## src/rtl/irq_bank_pkg.sv

```systemverilog
package irq_bank_pkg;
  localparam int unsigned WORD_BITS = 32;

  typedef enum logic [1:0] {
    ACC_NONE = 2'd0,
    ACC_SET  = 2'd1,
    ACC_CLR  = 2'd2
  } acc_kind_e;

  function automatic int unsigned words_for(int unsigned n);
    return (n + WORD_BITS - 1) / WORD_BITS;
  endfunction

  function automatic int unsigned idx_bits(int unsigned n);
    return (n > 1) ? $clog2(n) : 1;
  endfunction
endpackage

```

## src/rtl/irq_bank_decode.sv

```systemverilog
module irq_bank_decode
  import irq_bank_pkg::*;
#(
  parameter int unsigned ADDR_W   = 12,
  parameter int unsigned NWORDS   = 4,
  parameter logic [ADDR_W-1:0] SET_BASE = 'h100,
  parameter logic [ADDR_W-1:0] CLR_BASE = 'h180,
  localparam int unsigned IDX_W   = idx_bits(NWORDS)
) (
  input  logic [ADDR_W-1:0] addr,
  output acc_kind_e         kind,
  output logic [IDX_W-1:0]  word
);
  localparam logic [ADDR_W-1:0] SPAN = ADDR_W'(NWORDS * 4);

  logic [ADDR_W-1:0] set_off, clr_off;
  logic              set_hit, clr_hit, aligned;

  always_comb begin
    set_off = addr - SET_BASE;
    clr_off = addr - CLR_BASE;
    aligned = (addr[1:0] == 2'b00);
    set_hit = aligned && (addr >= SET_BASE) && (set_off < SPAN);
    clr_hit = aligned && (addr >= CLR_BASE) && (clr_off < SPAN);
    kind    = ACC_NONE;
    word    = '0;
    if (set_hit) begin
      kind = ACC_SET;
      word = set_off[IDX_W+1:2];
    end else if (clr_hit) begin
      kind = ACC_CLR;
      word = clr_off[IDX_W+1:2];
    end
  end
endmodule

```

## src/rtl/irq_enable_regs.sv

```systemverilog
module irq_enable_regs
  import irq_bank_pkg::*;
#(
  parameter int unsigned NUM_IRQ = 114,
  localparam int unsigned NWORDS = words_for(NUM_IRQ),
  localparam int unsigned IDX_W  = idx_bits(NWORDS)
) (
  input  logic                 clk,
  input  logic                 rst,
  input  logic                 wr_set,
  input  logic                 wr_clr,
  input  logic [IDX_W-1:0]     widx,
  input  logic [WORD_BITS-1:0] wdata,
  output logic [NUM_IRQ-1:0]   en_d,
  output logic [NUM_IRQ-1:0]   en_q
);
  logic [NUM_IRQ-1:0] set_hit, clr_hit;

  for (genvar i = 0; i < NUM_IRQ; i++) begin : g_bit
    localparam int unsigned W = i / WORD_BITS;
    localparam int unsigned B = i % WORD_BITS;
    assign set_hit[i] = wr_set && (widx == IDX_W'(W)) && wdata[B];
    assign clr_hit[i] = wr_clr && (widx == IDX_W'(W)) && wdata[B];
  end

  assign en_d = (en_q | set_hit) & ~clr_hit;

  always_ff @(posedge clk) begin
    if (rst) en_q <= '0;
    else     en_q <= en_d;
  end

  // reset empties the enables
  p_reset_clears_r1: assert property (@(posedge clk) rst |=> (en_q == '0));
  // a set-word write never removes an enable
  p_set_no_clear_r2: assert property (@(posedge clk) disable iff (rst)
    wr_set |=> (($past(en_q) & ~en_q) == '0));
  // a clear-word write never adds an enable
  p_clr_no_set_r4: assert property (@(posedge clk) disable iff (rst)
    wr_clr |=> ((en_q & ~$past(en_q)) == '0));
endmodule

```

## src/rtl/irq_pending_regs.sv

```systemverilog
module irq_pending_regs
  import irq_bank_pkg::*;
#(
  parameter int unsigned NUM_IRQ = 114,
  localparam int unsigned ID_W   = idx_bits(NUM_IRQ)
) (
  input  logic               clk,
  input  logic               rst,
  input  logic [NUM_IRQ-1:0] irq_req,
  input  logic               ack_valid,
  input  logic [ID_W-1:0]    ack_id,
  output logic [NUM_IRQ-1:0] pend_d,
  output logic [NUM_IRQ-1:0] pend_q
);
  logic [NUM_IRQ-1:0] req_q, rise, ack_mask;

  for (genvar i = 0; i < NUM_IRQ; i++) begin : g_ack
    assign ack_mask[i] = ack_valid && (ack_id == ID_W'(i));
  end

  assign rise   = irq_req & ~req_q;
  assign pend_d = (pend_q & ~ack_mask) | rise;

  always_ff @(posedge clk) begin
    if (rst) begin
      req_q  <= '0;
      pend_q <= '0;
    end else begin
      req_q  <= irq_req;
      pend_q <= pend_d;
    end
  end

  // every rising request is latched, even against a same-cycle acknowledge
  p_rise_latched_r10: assert property (@(posedge clk) disable iff (rst)
    (rise != '0) |=> ((pend_q & $past(rise)) == $past(rise)));
  // a pending flag appears only after a rising request
  p_set_only_by_edge_r8: assert property (@(posedge clk) disable iff (rst)
    !rst |=> ((pend_q & ~$past(pend_q) & ~$past(rise)) == '0));
endmodule

```

## src/rtl/irq_enable_bank.sv

```systemverilog
module irq_enable_bank
  import irq_bank_pkg::*;
#(
  parameter int unsigned NUM_IRQ = 114,
  parameter int unsigned ADDR_W  = 12,
  parameter logic [ADDR_W-1:0] SET_BASE = 'h100,
  parameter logic [ADDR_W-1:0] CLR_BASE = 'h180,
  localparam int unsigned NWORDS = words_for(NUM_IRQ),
  localparam int unsigned IDX_W  = idx_bits(NWORDS),
  localparam int unsigned ID_W   = idx_bits(NUM_IRQ),
  localparam int unsigned PAD_W  = NWORDS * WORD_BITS
) (
  input  logic                 clk,
  input  logic                 rst,
  input  logic [ADDR_W-1:0]    bus_addr,
  input  logic [WORD_BITS-1:0] bus_wdata,
  input  logic                 bus_we,
  input  logic                 bus_re,
  input  logic                 bus_priv,
  output logic [WORD_BITS-1:0] bus_rdata,
  output logic                 bus_err,
  input  logic [NUM_IRQ-1:0]   irq_req,
  input  logic                 ack_valid,
  input  logic [ID_W-1:0]      ack_id,
  output logic [NUM_IRQ-1:0]   eligible
);
  acc_kind_e          kind;
  logic [IDX_W-1:0]   widx;
  logic               wr_set, wr_clr, rd_hit;
  logic [NUM_IRQ-1:0] en_d, en_q, pend_d, pend_q;
  logic [PAD_W-1:0]   en_pad;
  logic [WORD_BITS-1:0] rd_word;

  irq_bank_decode #(
    .ADDR_W(ADDR_W), .NWORDS(NWORDS), .SET_BASE(SET_BASE), .CLR_BASE(CLR_BASE)
  ) u_dec (
    .addr(bus_addr), .kind(kind), .word(widx)
  );

  assign wr_set = bus_we && bus_priv && (kind == ACC_SET);
  assign wr_clr = bus_we && bus_priv && (kind == ACC_CLR);
  assign rd_hit = bus_re && bus_priv && (kind != ACC_NONE);

  irq_enable_regs #(.NUM_IRQ(NUM_IRQ)) u_en (
    .clk(clk), .rst(rst), .wr_set(wr_set), .wr_clr(wr_clr),
    .widx(widx), .wdata(bus_wdata), .en_d(en_d), .en_q(en_q)
  );

  irq_pending_regs #(.NUM_IRQ(NUM_IRQ)) u_pend (
    .clk(clk), .rst(rst), .irq_req(irq_req), .ack_valid(ack_valid),
    .ack_id(ack_id), .pend_d(pend_d), .pend_q(pend_q)
  );

  always_comb begin
    en_pad = '0;
    en_pad[NUM_IRQ-1:0] = en_q;
    rd_word = en_pad[WORD_BITS*int'(widx) +: WORD_BITS];
  end

  always_ff @(posedge clk) begin
    if (rst) begin
      bus_rdata <= '0;
      bus_err   <= 1'b0;
      eligible  <= '0;
    end else begin
      bus_rdata <= rd_hit ? rd_word : '0;
      bus_err   <= bus_re && !bus_priv;
      eligible  <= pend_d & en_d;
    end
  end

  // no disabled line is ever eligible
  p_elig_masked_r9: assert property (@(posedge clk) disable iff (rst)
    ((eligible & ~en_q) == '0));
  // eligible never shows a line without its pending flag
  p_elig_pending_r9: assert property (@(posedge clk) disable iff (rst)
    ((eligible & ~pend_q) == '0));
  // an unprivileged write leaves the enables alone
  p_unpriv_write_r6: assert property (@(posedge clk) disable iff (rst)
    (bus_we && !bus_priv) |=> $stable(en_q));
  // a refused read gives zero data and the error pulse
  p_unpriv_read_r7: assert property (@(posedge clk) disable iff (rst)
    (bus_re && !bus_priv) |=> (bus_err && (bus_rdata == '0)));
  // the error pulse never comes without a refused read
  p_err_cause_r7: assert property (@(posedge clk) disable iff (rst)
    !(bus_re && !bus_priv) |=> !bus_err);
endmodule

```

## config.mk

```make
export PLATFORM = sky130hd
export DESIGN_NAME = irq_enable_bank
export DESIGN_NICKNAME = d
export VERILOG_FILES = /design/src/rtl/irq_bank_pkg.sv /design/src/rtl/irq_bank_decode.sv /design/src/rtl/irq_enable_regs.sv /design/src/rtl/irq_pending_regs.sv /design/src/rtl/irq_enable_bank.sv
export SDC_FILE = /design/constraint.sdc
export NUM_CORES = 1
export LEC_CHECK = 0
export ABC_AREA = 1
export BUFFER_PORTS_ARGS = -buffer_cell sky130_fd_sc_hd__buf_4
export CAP_MARGIN = 20
export CORE_MARGIN = 2
export CORE_UTILIZATION = 25
export CTS_CLUSTER_DIAMETER = 80
export DETAILED_ROUTE_END_ITERATION = 10
export PLACE_DENSITY_LB_ADDON = 0.1
export SLEW_MARGIN = 20
export SYNTH_ARGS = -nofsm -noshare
export SYNTH_HDL_FRONTEND = slang
export SYNTH_SLANG_ARGS = --single-unit
```

## constraint.sdc

```tcl
create_clock -name clk -period 2.4 [get_ports clk]
set_input_delay 0.24 -clock clk [delete_from_list [all_inputs] [get_ports clk]]
set_output_delay 0.24 -clock clk [all_outputs]
set_load 0.01 [all_outputs]
```

==> results of run 1 <==
==> final cells by class <==
type / count / area (µm²) / area share (%)
clock buffers: 82 / 1660 / 6.56
clock inverters: 23 / 315 / 1.25
inverters: 361 / 1360 / 5.37
multi-input cells: 1435 / 6340 / 25.1
flip-flops and latches: 489 / 9790 / 38.7
well taps: 940 / 1180 / 4.65
repair buffers: 541 / 4650 / 18.4
==> final timing paths <==
path	startpoint	end	slack, ps	cells after the start
worst max-delay path	bus_priv	eligible[77]	330	9
worst min-delay path	rst	u_en.en_q[3]	40	2
worst max register to register	u_en.en_q[77]	eligible[77]	1320	3
worst min register to register	u_pend.req_q[45]	u_pend.pend_q[45]	500	3
==> logic make-up after synthesis <==
kind of cell / count (synthesis)
fa+ha+maj: 2
buf+inv: 455
simple gates: 1224
compound gates: 209
flops: 489
==> where the power goes <==
group | leakage (nW) | total (W) | internal (W) | switching [W]
logic | 7.07 | 0.00122 | 0.000545 | 0.000673
clock network | 0.960 | 0.00908 | 0.00545 | 0.00363
registers | 4.00 | 0.00843 | 0.00837 | 0.0000582
==> routing by layer <==
metal / track usage [%] / wire (µm)
met3: 3.35 / 3880
met2: 30.4 / 31500
met4: 5.64 / 1870
met5: 0 / 47
met1: 24.5 / 31600
==> metrics by stage <==
step	area [µm²]	setup TNS, ps
after floorplan	17900	0
after CTS	25300	0
after global routing	25300	0
final	25300	0
after global placement	21800	-174
after detailed placement	21800	-26.7
==> flip-flops by register name, summed over array words and instances, names as in the netlist <==
name / count
eligible: 114
u_pend.req_q: 114
u_en.en_q: 114
u_pend.pend_q: 114
bus_err: 1
bus_rdata: 32
==> worst reg2reg max path, stage by stage (launching register included) <==
cell and delay, ps:
sky130_fd_sc_hd__dfxtp_1 340, sky130_fd_sc_hd__o21bai_1 110, sky130_fd_sc_hd__nand2_1 170, sky130_fd_sc_hd__nor2_1 350
==> Yosys cell counts (6+ instances only) <==
| master | instances |
|---|---|
| sky130_fd_sc_hd__o21ai_0 | 98 |
| sky130_fd_sc_hd__buf_4 | 6 |
| sky130_fd_sc_hd__nor2_1 | 435 |
| sky130_fd_sc_hd__buf_1 | 13 |
| sky130_fd_sc_hd__o21bai_1 | 82 |
| sky130_fd_sc_hd__o22ai_1 | 13 |
| sky130_fd_sc_hd__dfxtp_1 | 489 |
| sky130_fd_sc_hd__nand3_1 | 139 |
| sky130_fd_sc_hd__inv_1 | 358 |
| sky130_fd_sc_hd__clkbuf_1 | 35 |
| sky130_fd_sc_hd__buf_2 | 40 |
| sky130_fd_sc_hd__nor3_1 | 6 |
| sky130_fd_sc_hd__nand2_1 | 619 |
| sky130_fd_sc_hd__o2bb2ai_1 | 14 |
| sky130_fd_sc_hd__nand4_1 | 10 |
==> timing repair <==
action / in CTS / in global routing
endpoints found under the setup margin: 0 / 0
hold endpoints to repair: 321 / 0
hold buffers: 149 / 0
==> results.md, run 1 <==
- The flow ran to the end, and the final reports show no timing, DRC or antenna violations.
- The wire length after detailed routing is 68.8 mm.
- The worst hold-check path type is input pin to flop.
- The number of gates resized after cts is 0.
- Sequential elements use 54.8% of the synthesized area.
- The most instantiated flip-flop cell in the synthesis netlist is sky130_fd_sc_hd__dfxtp_1.
- The final routed wire length divided by cell count is 17.8 µm.
- Of the available clock period, the critical path in the final layout requires 86.2%.
- After synthesis the netlist holds a flip-flop and latch count of 489.
- Synthesis produced a netlist whose cell count is 2379.
- Once the floorplan was initialized, standard cells occupied 25.4% of the core.
- The initial antenna violation count is 7.
- The synthesized netlist devotes 7.41% of its cell area to compound gates.
- Synthesis produced a netlist with a net count of 2552.
- The net total in the final layout is 3057.
- The fraction of layout instances using a drive strength above 1 is 17.5%.
- The worst slack at placement is -15.7 ps.
- Leaving out fill and tap cells, the most frequent cells in the layout are sky130_fd_sc_hd__nand2_1 (619), sky130_fd_sc_hd__dfxtp_1 (489), sky130_fd_sc_hd__nor2_1 (433), sky130_fd_sc_hd__buf_4 (374), sky130_fd_sc_hd__inv_1 (357).
- The congestion estimate from routability-driven global placement came to 0.831.
- The detailed-route vias per instance is 4.22.
- After layout, the minimum clock period comes to 2070 ps.
- After detailed routing, the number of remaining DRC violations is 0.
- Measured against its own limit, the worst slew margin works out to 37.8%.
- By area, the combinational part of the netlist is dominated by simple AND/OR/NAND/NOR gates.
- The placement row count is 97.
- Overall power consumption after layout is estimated at 0.0187 W.
- The data arrival time at the worst-slack endpoint is 2570 ps.
- The area of the mapped netlist is 0.0179 mm².
- The maximum number of pins on one net before global-route repair is 137.
- The largest fanout of any net on the critical path is 13.
- The total area inside the core boundary comes to 0.0704 mm².
- The worst setup path is launched from an input pin.
- The clock reaches the later pin of the worst-skew pair after 630 ps.
- During synthesis, Yosys emitted a total of 0 warnings.
- For the worst setup path, the data required time is 2900 ps.
- The detail route stage leaves a number of antenna-violating nets equal to 0.
- The via count of the first global-routing pass is 16239.
- The filler cells instantiated in the layout total 7481.
- TritonCTS built the clock tree.
- The buffer type at the clock tree root is sky130_fd_sc_hd__clkbuf_16.
- The delay of the slowest cell on the worst path is 540 ps.
- The final max-slew violation count is 0.
- The utilization after layout is 35.9%.
- Counting flops with an async set or reset pin after synthesis yields a share of 0%.
- The die covers 0.0736 mm².
- The number of H-tree levels is 2.
- In this run the mean area of a mapped cell was 7.50 µm².
- Global routing used 18.4% of the available tracks across all layers.
- The synthesized design spends more area on one cell type than any other, namely sky130_fd_sc_hd__dfxtp_1.
- Measured along the y axis, the die boundary spans 271 µm.
- Once routing completed, OpenROAD measured the worst setup slack at 331 ps.
- Summing over every cut layer, the via total after detailed routing is 16334.
- The library cell used most frequently in the layout, excluding fill and tap cells, is sky130_fd_sc_hd__nand2_1.
- Counting both buffers and inverters, the worst setup path holds a total of 3.
- STA classifies the critical path endpoint as a flop.
- The largest individual stage delay along the critical path comes from the cell sky130_fd_sc_hd__dlygate4sd3_1.
- The transition time of the tightest slew-check pin is 930 ps.
- Counting every sink on the clock net gives 489.
- The adder-cell share of the synthesized area is 0.140%.
- The worst voltage drop across the vdd grid is 0.000485 V.
- The number of setup buffers added after CTS is 0.
- The critical path in this run is classified as input pin to flop.
- Setup repair after global routing left no endpoint under its margin.
- From left edge to right edge, the die measures 271 µm.
- Yosys mapped the design onto 27 distinct sky130hd cell types.
- The family with the most delay on the worst path is simple AND/OR/NAND/NOR gates.
- The count of buffers added on input and output ports is 317.
- The highest attainable clock frequency is 483 MHz.
- The non-filler instance count after layout is 3871.
- The final clock skew is 21.3 ps.
- Summed over all cells, the static leakage comes to 12.0 nW.
- The simple-gate area share of the yosys netlist is 27.6%.
- The first-pass iteration count of the detailed router is 5.
- The placed wire-length estimate is 50.4 mm.
- After synthesis, the cell types taking the most area are sky130_fd_sc_hd__dfxtp_1 (55%), sky130_fd_sc_hd__nand2_1 (13%), sky130_fd_sc_hd__nor2_1 (9.1%).
- The layout overhead on the synthesized area is 41.7%.
- The number of antenna diodes in the final layout is 0.
- The TritonCTS buffer count is 56.
- The top cell type by area accounts for 54.8% of the synthesized area.
- Including well taps, the total number of placed cells is 3617.
- Traced cell by cell, the critical path runs through dlygate4sd3_1, buf_4, nand2_1, nor2_4, nand4_4, buf_4, o21bai_1, nand2_1, nor2_1.
- Pin placement for this block handled 318 I/O pins.
- The number of enable-type register cells in the synthesized netlist is 0.
- The total overflow left after global routing is 0.
- The longest clock path from root to sink contains 3 buffers.
- The first global-routing pass estimated 102 mm of wire.
- After Yosys synthesis, XOR and XNOR cells account for 0% of the synthesized area.
- The final hold violation count is 0.
- Setup violations remaining at the end of the flow were counted as 0.
- The multiplexer share of the synthesized area is 0%.
- The number of max-cap violations is 0.
- The power density over cell area is 740 mW/mm².
- The clock slew at the register clock pins of the worst setup and hold paths is 60 ps.
- The iteration-0 DRC count of the detailed router is 852.
- The worst hold-check slack is 35.5 ps.
Note: power is estimated with default switching activity, not from simulation.
==> run 2, diff against run 1 <==
==> constraint.sdc (replaced) <==
create_clock -name clk -period 2.4 [get_ports clk]
set_input_delay 0.48 -clock clk [delete_from_list [all_inputs] [get_ports clk]]
set_output_delay 0.48 -clock clk [all_outputs]
set_load 0.01 [all_outputs]
==> run 2 against run 1 <==
  * Sequential cell count unchanged
  * Global-route usage rose by 0.20 points
  * Register-to-register slack better by 160 ps
  * Sequential power is essentially flat
  * Clock power rose by 2.5%
  * Setup slack improved by 110 ps
  * Count of clock-buffer cells in the layout down 1
  * Clock skew shrank 7.0 ps
  * Die area did not move
  * Via count is 2.8% lower
  * Critical endpoint is now eligible[9]
  * Largest cell class unchanged
==> results.md, run 2 (synthesized netlist as in run 1, its figures left out) <==
- The run finished with clean final reports.
- In this run switching power makes up 22.7% of total power.
- For the worst setup path, the data required time is 2890 ps.
- TritonCTS created 56 clock buffers.
- The critical path is of the input pin to flop type.
- The via count of the first global-routing pass is 15810.
- The first-pass GRT wire length is 102 mm.
- The most numerous cell type found on the critical path is sky130_fd_sc_hd__nand2_1.
- The iteration-0 DRC count of the detailed router is 874.
- The worst hold-check path type is input pin to flop.
- Data on the critical path arrives at its endpoint at 2440 ps.
- Timing analysis after detailed placement gives a worst setup slack of -200 ps.
- On the critical path the largest part of the delay comes from simple AND/OR/NAND/NOR gates.
- The initial antenna violation count is 4.
- Combinational cells account for 5.5% of the total power.
- The slowest stage of the critical path belongs to the cell sky130_fd_sc_hd__nor2_1.
- The analysis attributes to cell leakage a power of 11.6 nW.
- The number of hold buffers added after CTS was 0.
- The worst-case IR drop observed on VDD is 0.000493 V.
- The share of total power dissipated in sequential elements is 44.9%.
- The number of top-level pins is 318.
- The final clock skew is 14.4 ps.
- The overall track demand over capacity in global routing is 18.6%.
- In this run the power density over the cells is 779 mW/mm².
- The normalized max-slew margin is 50.6%.
- Of all nets on the critical path, the largest fanout is 15.
- The final critical path takes up 81.6% of the cycle.
- The final routed wire length divided by cell count is 18.6 µm.
- The fraction of layout instances using a drive strength above 1 is 19.2%.
- The worst-case clock buffer depth is 3.
- After floorplanning, the core was divided into 97 placement rows.
- The die outline area is 0.0736 mm².
- The number of gates resized after cts is 0.
- The count of inserted antenna diode cells is 0.
- Measured along the y axis, the die boundary spans 271 µm.
- From left edge to right edge, the die measures 271 µm.
- The library cell used most frequently in the layout, excluding fill and tap cells, is sky130_fd_sc_hd__nand2_1.
- The clock latency on the worst-skew pair is 600 ps.
- The internal power of the cells totals 0.0145 W.
- The layout overhead on the synthesized area is 35.0%.
- Derived from the worst setup path, the maximum achievable clock frequency is 511 MHz.
- The final instance area is 0.0241 mm².
- The delay of the slowest cell on the worst path is 270 ps.
- The vias after detailed routing is 15884.
- The final hold violation count is 0.
- The number of max-cap violations is 0.
- The post-placement cell area is 0.0221 mm².
- The final antenna-violating net count is 0.
- The critical path goes through buf_4, inv_2, ha_1, nand2_1, inv_1, nand2_1, nor2_1, nand3_2, nand2_4, o21ai_4, nand2_1, inv_2, buf_12, nand2_1, nand2_1, nor2_1.
- The total clock sinks is 489.
- The utilization after layout is 34.2%.
- STA classifies the critical path startpoint as an input pin.
- The number of H-tree levels is 2.
- The overflow left after global routing is 0.
- The endpoint class of the critical path is a flop.
- The placer's final routability congestion estimate is 0.872.
- For this run, the post-layout net count is 2932.
- The detailed-route vias per instance is 4.24.
- The first TritonRoute pass finished after 5 iterations.
- The part of the total power dissipated in the clock network is 49.6%.
- The number of design rule violations left after detail routing is 0.
- The final max-slew violation count is 0.
- The power dissipated by switching net loads is 0.00425 W.
- The wire length after detailed routing is 69.6 mm.
- The initial core utilization is 25.4%.
- The HPWL after detailed placement is 51.3 mm.
- In the post-route analysis, the smallest setup slack over all paths is 441 ps.
- The CTS tree is yes.
- The count of buffers inserted at the top-level ports is 317.
- Leaving out fill and tap cells, the most frequent cells in the layout are sky130_fd_sc_hd__nand2_1 (619), sky130_fd_sc_hd__dfxtp_1 (489), sky130_fd_sc_hd__nor2_1 (434), sky130_fd_sc_hd__buf_4 (393), sky130_fd_sc_hd__inv_1 (357).
- The clock slew at the register clock pins of the worst setup and hold paths is 60 ps.
- Setup violations remaining at the end of the flow were counted as 0.
- The routed design could run at a clock period as short as 1960 ps.
- The transition time of the tightest slew-check pin is 742 ps.
- The maximum number of pins on one net before global-route repair is 135.
- CTS placed an instance of sky130_fd_sc_hd__clkbuf_16 at the clock tree root.
- Counting both buffers and inverters, the worst setup path holds a total of 5.
- The total area inside the core boundary comes to 0.0704 mm².
- The number of setup buffers added after CTS is 0.
- Setup repair after global routing left no endpoint under its margin.
[run 2: path summary, 6_finish.rpt]
kind	start	end	slack [ps]	cells past startpoint
min	irq_req[94]	u_pend.req_q[94]	80	3
max	bus_addr[7]	eligible[9]	440	16
min reg2reg	u_pend.req_q[51]	u_pend.pend_q[51]	510	3
max reg2reg	u_en.en_q[9]	eligible[9]	1480	4
[run 2: final cells by class]
class / count / area (µm²)
clock buffers: 81 / 1710
clock inverters: 20 / 320
fillers: 7532 / 46300
inverters: 361 / 1360
multi-input cells: 1435 / 6340
flip-flops and latches: 489 / 9790
well taps: 940 / 1180
repair buffers: 416 / 3400
[run 2: routing by layer]
| layer | GRT usage [%] | routed length (µm) | part of all wire (%) |
|---|---|---|---|
| met5 | 0 | 48 | 0.069 |
| met4 | 5.74 | 2120 | 3.0 |
| met3 | 3.79 | 3570 | 5.1 |
| met2 | 30.6 | 31800 | 46 |
| met1 | 24.6 | 32100 | 46 |
[run 2: power by group through the flow]
stage	Clock [W]	Sequential, W	Combinational [W]
final	0.00931	0.00843	0.00104
after global routing	0.00988	0.00844	0.00118
after CTS	0.00959	0.00843	0.00105
after detailed placement	0	0.00861	0.00105
after global placement	0	0.00860	0.00104
after floorplan	0	0.00859	0.000503
[run 2: worst register-to-register path, cell delays in order, from the launching register on]
cell and delay [ps]:
sky130_fd_sc_hd__dfxtp_1 330, sky130_fd_sc_hd__inv_1 40, sky130_fd_sc_hd__nand2_1 50, sky130_fd_sc_hd__nand2_1 110
sky130_fd_sc_hd__nor2_1 270
[run 2: through the flow]
step,instances,TNS [ps],total power (W),hold WS [ps]
final,3742,0,0.0188,84.5
after global routing,3742,0,0.0195,75.2
after detailed placement,3641,-9980,0.00965,495
after floorplan,2379,0,0.00909,476
after CTS,3742,0,0.0191,39.9
after global placement,3641,-11140,0.00963,487
